==> src/rtl/ifb_pkg.sv <==
package ifb_pkg;

  localparam int unsigned WORD_BYTES = 4;

  // Words still to decode, floored at zero.
  function automatic int unsigned words_left(int unsigned lines, int unsigned wpl,
                                             int unsigned off);
    int unsigned have;
    have = lines * wpl;
    return (have > off) ? (have - off) : 0;
  endfunction

  // Length of an instruction in words, from its first word.
  function automatic int unsigned insn_words(logic len_bit);
    return len_bit ? 2 : 1;
  endfunction

endpackage

==> src/rtl/ifb_slot_ctrl.sv <==
module ifb_slot_ctrl #(
  parameter int DEPTH      = 4,
  parameter int LINE_BYTES = 16,
  parameter int AW         = 32,
  parameter int EW         = 2,
  parameter int ROFF_W     = 5
) (
  input  logic                         clk,
  input  logic                         rst_n,
  input  logic                         flush_i,
  input  logic [AW-1:0]                flush_pc_i,
  input  logic [AW-1:0]                pc_i,
  input  logic [ROFF_W-1:0]            rd_off_i,
  input  logic                         req_ready_i,
  input  logic                         fill_valid_i,
  input  logic [AW-1:0]                fill_addr_i,
  input  logic [EW-1:0]                fill_tag_i,
  output logic                         req_valid_o,
  output logic [AW-1:0]                req_addr_o,
  output logic [EW-1:0]                req_tag_o,
  output logic [$clog2(DEPTH)-1:0]     head_o,
  output logic [$clog2(DEPTH)-1:0]     fill_slot_o,
  output logic                         fill_ok_o,
  output logic [$clog2(DEPTH+1)-1:0]   alloc_o,
  output logic [$clog2(DEPTH+1)-1:0]   nbuf_o,
  output logic [AW-1:0]                base_o,
  output logic                         release_o,
  output logic                         err_o
);
  localparam int IDX_W = $clog2(DEPTH);
  localparam int CNT_W = $clog2(DEPTH + 1);
  localparam int LB_SH = $clog2(LINE_BYTES);
  localparam int WPL   = LINE_BYTES / ifb_pkg::WORD_BYTES;

  logic             run_q, err_q;
  logic [IDX_W-1:0] head_q;
  logic [CNT_W-1:0] alloc_q, nbuf_q;
  logic [AW-1:0]    base_q;
  logic [EW-1:0]    tag_q;

  logic             issue, tag_hit, fill_ok, fill_bad, rel;
  logic [AW-1:0]    exp_fill_addr;
  logic             unused_bits;

  assign unused_bits   = ^{pc_i[LB_SH-1:0]};
  assign req_valid_o   = run_q && (alloc_q < CNT_W'(DEPTH));
  assign req_addr_o    = base_q + (AW'(alloc_q) << LB_SH);
  assign req_tag_o     = tag_q;
  assign issue         = req_valid_o && req_ready_i;
  assign exp_fill_addr = base_q + (AW'(nbuf_q) << LB_SH);
  assign tag_hit       = run_q && fill_valid_i && (fill_tag_i == tag_q);
  assign fill_ok       = tag_hit && (alloc_q > nbuf_q) && (fill_addr_i == exp_fill_addr);
  assign fill_bad      = tag_hit && !fill_ok;
  assign rel           = run_q && !flush_i && (nbuf_q != '0) &&
                         (rd_off_i >= ROFF_W'(WPL)) &&
                         (pc_i[AW-1:LB_SH] > base_q[AW-1:LB_SH]);

  always_ff @(posedge clk or negedge rst_n) begin
    if (!rst_n) begin
      run_q   <= 1'b0;
      err_q   <= 1'b0;
      head_q  <= '0;
      alloc_q <= '0;
      nbuf_q  <= '0;
      base_q  <= '0;
      tag_q   <= '0;
    end else if (flush_i) begin
      run_q   <= 1'b1;
      err_q   <= 1'b0;
      head_q  <= '0;
      alloc_q <= '0;
      nbuf_q  <= '0;
      base_q  <= {flush_pc_i[AW-1:LB_SH], LB_SH'(0)};
      tag_q   <= tag_q + EW'(1);
    end else begin
      err_q   <= fill_bad;
      alloc_q <= alloc_q + CNT_W'(issue) - CNT_W'(rel);
      nbuf_q  <= nbuf_q + CNT_W'(fill_ok) - CNT_W'(rel);
      if (rel) begin
        head_q <= head_q + IDX_W'(1);
        base_q <= base_q + (AW'(1) << LB_SH);
      end
    end
  end

  assign head_o      = head_q;
  assign fill_slot_o = head_q + IDX_W'(nbuf_q);
  assign fill_ok_o   = fill_ok;
  assign alloc_o     = alloc_q;
  assign nbuf_o      = nbuf_q;
  assign base_o      = base_q;
  assign release_o   = rel;
  assign err_o       = err_q;

  // reserved plus buffered lines stay within the ring
  assert_occ_bound_R5: assert property (@(posedge clk) disable iff (!rst_n)
    (alloc_q <= CNT_W'(DEPTH)) && (nbuf_q <= alloc_q));

  // an accepted request adds exactly one line to the occupancy
  assert_req_adds_line_R2: assert property (@(posedge clk) disable iff (!rst_n)
    (issue && !flush_i && !rel) |=> (alloc_q == $past(alloc_q) + CNT_W'(1)));

  // an in-order fill turns one reservation into a buffered line
  assert_fill_buffers_R3: assert property (@(posedge clk) disable iff (!rst_n)
    (fill_ok && !flush_i && !rel) |=> (nbuf_q == $past(nbuf_q) + CNT_W'(1)));

  // the error flag only ever follows a sampled fill
  assert_err_after_fill_R4: assert property (@(posedge clk) disable iff (!rst_n)
    err_q |-> $past(fill_valid_i));

  // a fill with an old tag never raises the error flag
  assert_stale_silent_R11: assert property (@(posedge clk) disable iff (!rst_n)
    (fill_valid_i && (fill_tag_i != tag_q) && !flush_i) |=> !err_q);

  // a flush empties the ring
  assert_flush_empty_R10: assert property (@(posedge clk) disable iff (!rst_n)
    flush_i |=> ((alloc_q == '0) && (nbuf_q == '0) && (head_q == '0)));

endmodule

==> src/rtl/ifb_store.sv <==
module ifb_store #(
  parameter int DEPTH      = 4,
  parameter int LINE_BYTES = 16
) (
  input  logic                                         clk,
  input  logic                                         we_i,
  input  logic [$clog2(DEPTH)-1:0]                     slot_i,
  input  logic [8*LINE_BYTES-1:0]                      line_i,
  input  logic [$clog2(DEPTH*LINE_BYTES/4)-1:0]        ridx0_i,
  input  logic [$clog2(DEPTH*LINE_BYTES/4)-1:0]        ridx1_i,
  output logic [31:0]                                  rdata0_o,
  output logic [31:0]                                  rdata1_o
);
  localparam int WPL    = LINE_BYTES / ifb_pkg::WORD_BYTES;
  localparam int WOFF_W = $clog2(WPL);
  localparam int TOTAL  = DEPTH * WPL;

  logic [31:0] mem [TOTAL];

  always_ff @(posedge clk) begin
    if (we_i) begin
      for (int w = 0; w < WPL; w++) begin
        mem[{slot_i, WOFF_W'(w)}] <= line_i[32*w +: 32];
      end
    end
  end

  assign rdata0_o = mem[ridx0_i];
  assign rdata1_o = mem[ridx1_i];

endmodule

==> src/rtl/ifb_read_ctrl.sv <==
module ifb_read_ctrl #(
  parameter int DEPTH      = 4,
  parameter int LINE_BYTES = 16,
  parameter int ROFF_W     = 5
) (
  input  logic                                  clk,
  input  logic                                  rst_n,
  input  logic                                  flush_i,
  input  logic [$clog2(LINE_BYTES/4)-1:0]       flush_off_i,
  input  logic [$clog2(DEPTH)-1:0]              head_i,
  input  logic [$clog2(DEPTH+1)-1:0]            nbuf_i,
  input  logic                                  release_i,
  input  logic                                  len_bit_i,
  input  logic                                  dec_ready_i,
  output logic [ROFF_W-1:0]                     rd_off_o,
  output logic [ROFF_W-1:0]                     avail_o,
  output logic [$clog2(DEPTH*LINE_BYTES/4)-1:0] ridx0_o,
  output logic [$clog2(DEPTH*LINE_BYTES/4)-1:0] ridx1_o,
  output logic                                  dec_valid_o,
  output logic                                  dec_len2_o
);
  localparam int WPL    = LINE_BYTES / ifb_pkg::WORD_BYTES;
  localparam int WOFF_W = $clog2(WPL);
  localparam int WIDX_W = $clog2(DEPTH * WPL);

  logic [ROFF_W-1:0] rd_off_q;
  logic [ROFF_W-1:0] step;
  logic              consume;

  assign avail_o     = ROFF_W'(ifb_pkg::words_left(int'(nbuf_i), WPL, int'(rd_off_q)));
  assign ridx0_o     = {head_i, WOFF_W'(0)} + WIDX_W'(rd_off_q);
  assign ridx1_o     = ridx0_o + WIDX_W'(1);
  assign dec_len2_o  = len_bit_i;
  assign dec_valid_o = (avail_o != '0) && (!len_bit_i || (avail_o >= ROFF_W'(2)));
  assign consume     = dec_valid_o && dec_ready_i;
  assign step        = consume ? ROFF_W'(ifb_pkg::insn_words(len_bit_i)) : '0;

  always_ff @(posedge clk or negedge rst_n) begin
    if (!rst_n)         rd_off_q <= '0;
    else if (flush_i)   rd_off_q <= ROFF_W'(flush_off_i);
    else                rd_off_q <= rd_off_q + step - (release_i ? ROFF_W'(WPL) : '0);
  end

  assign rd_off_o = rd_off_q;

  // a consume moves the read point by the instruction length
  assert_consume_len_R7: assert property (@(posedge clk) disable iff (!rst_n)
    (consume && !flush_i && !release_i) |=>
      (rd_off_q == $past(rd_off_q) + ($past(len_bit_i) ? ROFF_W'(2) : ROFF_W'(1))));

  // decoding restarts at the target word after a flush
  assert_flush_offset_R10: assert property (@(posedge clk) disable iff (!rst_n)
    flush_i |=> (rd_off_q == ROFF_W'($past(flush_off_i))));

endmodule

==> src/rtl/ifb_line_buffer.sv <==
module ifb_line_buffer #(
  parameter int DEPTH      = 4,
  parameter int LINE_BYTES = 16,
  parameter int AW         = 32,
  parameter int EW         = 2
) (
  input  logic                                       clk,
  input  logic                                       rst_n,
  input  logic                                       flush_i,
  input  logic [AW-1:0]                              flush_pc_i,
  input  logic [AW-1:0]                              pc_i,
  output logic                                       req_valid_o,
  input  logic                                       req_ready_i,
  output logic [AW-1:0]                              req_addr_o,
  output logic [EW-1:0]                              req_tag_o,
  input  logic                                       fill_valid_i,
  input  logic [AW-1:0]                              fill_addr_i,
  input  logic [EW-1:0]                              fill_tag_i,
  input  logic [8*LINE_BYTES-1:0]                    fill_data_i,
  output logic                                       dec_valid_o,
  input  logic                                       dec_ready_i,
  output logic [AW-1:0]                              dec_pc_o,
  output logic [31:0]                                dec_word0_o,
  output logic [31:0]                                dec_word1_o,
  output logic                                       dec_len2_o,
  output logic [$clog2(DEPTH+1)-1:0]                 occupancy_o,
  output logic [$clog2(DEPTH*LINE_BYTES/4+1)+1:0]    bytes_left_o,
  output logic                                       data_avail_o,
  output logic                                       fill_err_o
);
  localparam int WPL     = LINE_BYTES / ifb_pkg::WORD_BYTES;
  localparam int IDX_W   = $clog2(DEPTH);
  localparam int CNT_W   = $clog2(DEPTH + 1);
  localparam int WIDX_W  = $clog2(DEPTH * WPL);
  localparam int ROFF_W  = $clog2(DEPTH * WPL + 1);
  localparam int BYTES_W = ROFF_W + 2;
  localparam int LB_SH   = $clog2(LINE_BYTES);

  logic [IDX_W-1:0]  head, fill_slot;
  logic [CNT_W-1:0]  alloc, nbuf;
  logic [AW-1:0]     base;
  logic              fill_ok, rel;
  logic [ROFF_W-1:0] rd_off, avail;
  logic [WIDX_W-1:0] ridx0, ridx1;
  logic [31:0]       rdata0, rdata1;
  logic              unused_bits;

  assign unused_bits = ^{flush_pc_i[1:0]};

  ifb_slot_ctrl #(.DEPTH(DEPTH), .LINE_BYTES(LINE_BYTES), .AW(AW), .EW(EW),
                  .ROFF_W(ROFF_W)) u_slots (
    .clk(clk), .rst_n(rst_n), .flush_i(flush_i), .flush_pc_i(flush_pc_i),
    .pc_i(pc_i), .rd_off_i(rd_off), .req_ready_i(req_ready_i),
    .fill_valid_i(fill_valid_i), .fill_addr_i(fill_addr_i), .fill_tag_i(fill_tag_i),
    .req_valid_o(req_valid_o), .req_addr_o(req_addr_o), .req_tag_o(req_tag_o),
    .head_o(head), .fill_slot_o(fill_slot), .fill_ok_o(fill_ok),
    .alloc_o(alloc), .nbuf_o(nbuf), .base_o(base), .release_o(rel),
    .err_o(fill_err_o)
  );

  ifb_store #(.DEPTH(DEPTH), .LINE_BYTES(LINE_BYTES)) u_store (
    .clk(clk), .we_i(fill_ok && !flush_i), .slot_i(fill_slot), .line_i(fill_data_i),
    .ridx0_i(ridx0), .ridx1_i(ridx1), .rdata0_o(rdata0), .rdata1_o(rdata1)
  );

  ifb_read_ctrl #(.DEPTH(DEPTH), .LINE_BYTES(LINE_BYTES), .ROFF_W(ROFF_W)) u_read (
    .clk(clk), .rst_n(rst_n), .flush_i(flush_i),
    .flush_off_i(flush_pc_i[LB_SH-1:2]), .head_i(head), .nbuf_i(nbuf),
    .release_i(rel), .len_bit_i(rdata0[0]), .dec_ready_i(dec_ready_i),
    .rd_off_o(rd_off), .avail_o(avail), .ridx0_o(ridx0), .ridx1_o(ridx1),
    .dec_valid_o(dec_valid_o), .dec_len2_o(dec_len2_o)
  );

  assign dec_pc_o     = base + (AW'(rd_off) << 2);
  assign dec_word0_o  = rdata0;
  assign dec_word1_o  = rdata1;
  assign occupancy_o  = alloc;
  assign bytes_left_o = BYTES_W'({avail, 2'b00});
  assign data_avail_o = (avail != '0);

  // an instruction is only ever presented with undecoded bytes counted
  assert_valid_has_bytes_R6: assert property (@(posedge clk) disable iff (!rst_n)
    dec_valid_o |-> (bytes_left_o >= (dec_len2_o ? BYTES_W'(8) : BYTES_W'(4))));

  // a release frees one line without a flush
  assert_release_frees_R9: assert property (@(posedge clk) disable iff (!rst_n)
    (rel && !req_valid_o) |=> (occupancy_o == $past(occupancy_o) - CNT_W'(1)));

endmodule

==> config.mk <==
export PLATFORM = sky130hd
export DESIGN_NAME = ifb_line_buffer
export DESIGN_NICKNAME = d
export VERILOG_FILES = /design/src/rtl/ifb_pkg.sv /design/src/rtl/ifb_slot_ctrl.sv /design/src/rtl/ifb_store.sv /design/src/rtl/ifb_read_ctrl.sv /design/src/rtl/ifb_line_buffer.sv
export SDC_FILE = /design/constraint.sdc
export NUM_CORES = 1
export LEC_CHECK = 0
export ABC_CLOCK_PERIOD_IN_PS = 10400
export BUFFER_PORTS_ARGS = -buffer_cell sky130_fd_sc_hd__buf_2
export CAP_MARGIN = 40
export CORE_ASPECT_RATIO = 1.75
export CORE_MARGIN = 2
export CORE_UTILIZATION = 45
export CTS_CLUSTER_SIZE = 10
export DETAILED_ROUTE_END_ITERATION = 8
export GPL_TIMING_DRIVEN = 0
export REMOVE_ABC_BUFFERS = 1
export SLEW_MARGIN = 40
export SYNTH_ARGS = -nofsm -noshare
export SYNTH_HDL_FRONTEND = slang
export SYNTH_SLANG_ARGS = --single-unit
==> constraint.sdc <==
create_clock -name clk -period 10.4 [get_ports clk]
set_clock_uncertainty 0.1 [all_clocks]
set_input_delay 2.08 -clock clk [delete_from_list [all_inputs] [get_ports clk]]
set_output_delay 2.08 -clock clk [all_outputs]
set_load 0.01 [all_outputs]
==> flow_summary.yaml <==
timing:
  relSlewSlack: 0.448
  fin_ws_ps: 4020
  fin_crit_sh: 0.614
  min_period_ps: 6380
  hold_violations: 0
  slew_viol_final: 0
  timing_worst_slew_pin_value_ps: 821
  hold_slack_ps: 443
  setup_violations: 0
  max_freq_ghz: 0.157
  rsz0062_at_grt: "no"
die:
  die_x_um: 195
  core.rowCount: 122
  core_region_area_um2: 63000
  die_y_um: 338
  io_pins: 377
  fp.dieArea_um2: 65800
  initial_core_util: 0.454
routing:
  drt-initial-drc-count: 1013
  routed_wl_um: 83100
  detail_route.vias_per_cell: 6.09
  drt_first_pass_iters: 5
  vias: 17500
  postRouteAntennaNets: 0
  drc_errors: 0
  post_drt_wl_per_cell_um: 28.9
yosys:
  synth-edff-count: 512
  yosys_most_used_dff: "edfxtp_1"
  synth.cell_area_um2: 28600
  ys_ff_latch: 557
  yosys.area.top_type_share: 0.537
  synthCells: 1635
  synth_warnings: 0
  post-synth-top-area-cell: "edfxtp_1"
  ys_types: 60
  async_reset_ff_frac: 0.0808
  synth.avg_cell_area_um2: 17.5
  synth.yosys.seq_area_share: 0.576
  synth.area.top_cells: "edfxtp_1 (54%), mux4_2 (25%), dfrtp_1 (3.9%)"
run_status:
  status: "finished, final reports clean"
placement:
  pre_cts_ws_ps: 3920
  io_buffers: 362
  dp_hpwl_um: 64000
  dpl.cell_count: 2775
  gp_congestion: 1.05
  post_dp_cell_area_um2: 32200
clocking:
  ctsHtreeMaxLevel: 3
  cts_tree: "built"
  clock_sinks: 557
  cts_made_buffers: 66
  cts_setup_buffers: 0
  root_buffer: "clkbuf_16"
  clk_pin_slew_ps: 50
  ctsResizeCount: 0
  cts_buffer_depth: 3
  cts_hold_buf: 0
  clk_latency_ps: 600
grt:
  grt_max_degree: 46
  grt_overflow: 0
  grt_pass1_wl_um: 121000
  grt_use_met2: 0.488
  gr-usage-all-layers: 0.256
  grt_pass1_vias: 18900
  busiest_layer: "met2"
  met1_usage: 0.258
  antenna_found_initial: 18
  met3_usage: 0.0572
finish:
  synthToLayoutAreaGrowth_pct: 19.0
  final_layout_size_suffix_gt1_frac: 0.428
  fin_nets: 2332
  design_area_um2: 34100
  instances_no_fill: 2875
  final_core_util: 0.541
  fill_cells: 5136
worst_setup_path:
  crit_type: "flip-flop to primary output"
  crit_required_ps: 8220
  worst_setup_path_start_kind: "flip-flop"
  worstPathArrival_ps: 4200
  end_kind: "primary output"
  crit_fanout: 36
hold_path:
  hold_class: "flip-flop to flip-flop"
power:
  p_leak_nw: 12.0
  ir_worst_vdd_uv: 192
  cellPowerDensity_nw_per_um2: 234
job:
  drv_cap: 0
## worst max-delay path, cell delays in order (launching register included)
cell and delay, ps:
dfrtp_4 790, buf_12 300, inv_1 110, ha_4 580
buf_12 300, buf_12 270, mux4_2 550, mux4_2 490
buf_2 160
## where the power goes
part           total (mW)  internal [mW]  switching (mW)
clock network        2.03           1.19           0.831
logic                3.38           1.73            1.65
registers            2.58           2.47           0.103
## area by class of cell
type / count / area [um2] / area share
clock buffer: 85 / 1800 / 0.0527
clock inverter: 6 / 33.8 / 0.000991
inverter: 56 / 210 / 0.00617
multi-input combinational: 907 / 11500 / 0.338
tap: 806 / 1010 / 0.0296
timing repair buffer: 449 / 2970 / 0.0872
sequential: 557 / 16500 / 0.484
antenna: 9 / 22.5 / 0.000661
## Yosys cell counts, drive strengths merged (3+ instances only)
cell    instances
dfrtp          45
xor2           27
nor2b           8
mux4          320
o31ai           5
nand3          18
clkbuf         54
a211oi          4
and3            4
a221o          14
nor2           65
nor3           29
edfxtp        512
mux2            4
nand2b          5
or4             7
or2             7
a21o           13
ha             59
nor4           16
o211ai          5
xnor2          78
nand4          30
fa              4
a21oi          43
a22oi           3
and2            6
or3            19
and4            5
inv            56
nand2          43
a31oi           9
mux2i           5
buf            68
o21ai          21
o22ai           4
## metal layers
metal	vias up	part of all wire	wire (um)
li1	7562	-	-
met1	9012	0.33	27200
met2	707	0.55	45700
met3	199	0.065	5410
met4	16	0.057	4710
met5	-	0.0013	111
## final timing paths
path / start / end / slack (ps) / depth (start not counted)
min reg2reg: u_slots.req_tag_o[1] / u_slots.req_tag_o[1] / 440 / 1
max reg2reg: u_slots.base_o[11] / u_store.mem[10][31] / 4590 / 13
min in group asynchronous: rst_n / u_slots.base_o[29] / 1410 / 1
max in group asynchronous: rst_n / u_read.rd_off_o[0] / 8190 / 1
max: u_read.rd_off_o[0] / dec_word1_o[31] / 4020 / 8
min: u_slots.req_tag_o[1] / u_slots.req_tag_o[1] / 440 / 1
## registers in the layout (all words and copies together) (netlist names)
signal	flops
u_slots.head_o	2
u_read.rd_off_o	5
u_slots.err_o	1
u_slots.alloc_o	3
u_slots.run_q	1
u_slots.base_o	28
u_slots.nbuf_o	3
u_store.mem	512
u_slots.req_tag_o	2
## stage by stage
step	power, mW	setup TNS [ps]
after floorplan	5.24	-160210
after global placement	6.63	-1788820
after detailed placement	6.04	0
after CTS	8.10	0
after global routing	8.33	0
final	7.98	0
## layout by cell type (no fill, tap or decap), types with 43 or more instances in the layout
cell type  netlist  layout
mux4_2         320     320
nand2_1         43      43
dfrtp_1         45      43
buf_2           31     360
inv_1           52      52
edfxtp_1       512     512
xnor2_1         77      76
a21oi_1         43      43
nor2_1          65      65
clkbuf_16        0      69
ha_1            59      57
## kinds of logic (layout without fill, tap and decap cells)
| logic type | Yosys count | count (layout) | share of synthesized area |
|---|---|---|---|
| flops | 557 | 557 | 0.576 |
| mux | 329 | 329 | 0.255 |
| simple gates | 266 | 266 | 0.0496 |
| buf+inv | 178 | 596 | 0.0267 |
| compound gates | 136 | 136 | 0.0315 |
| xor+xnor | 105 | 105 | 0.0324 |
| fa+ha+maj | 63 | 63 | 0.0286 |
| other cells | 1 | 17 | 0.000131 |
Power figures use the tool's default switching activity.
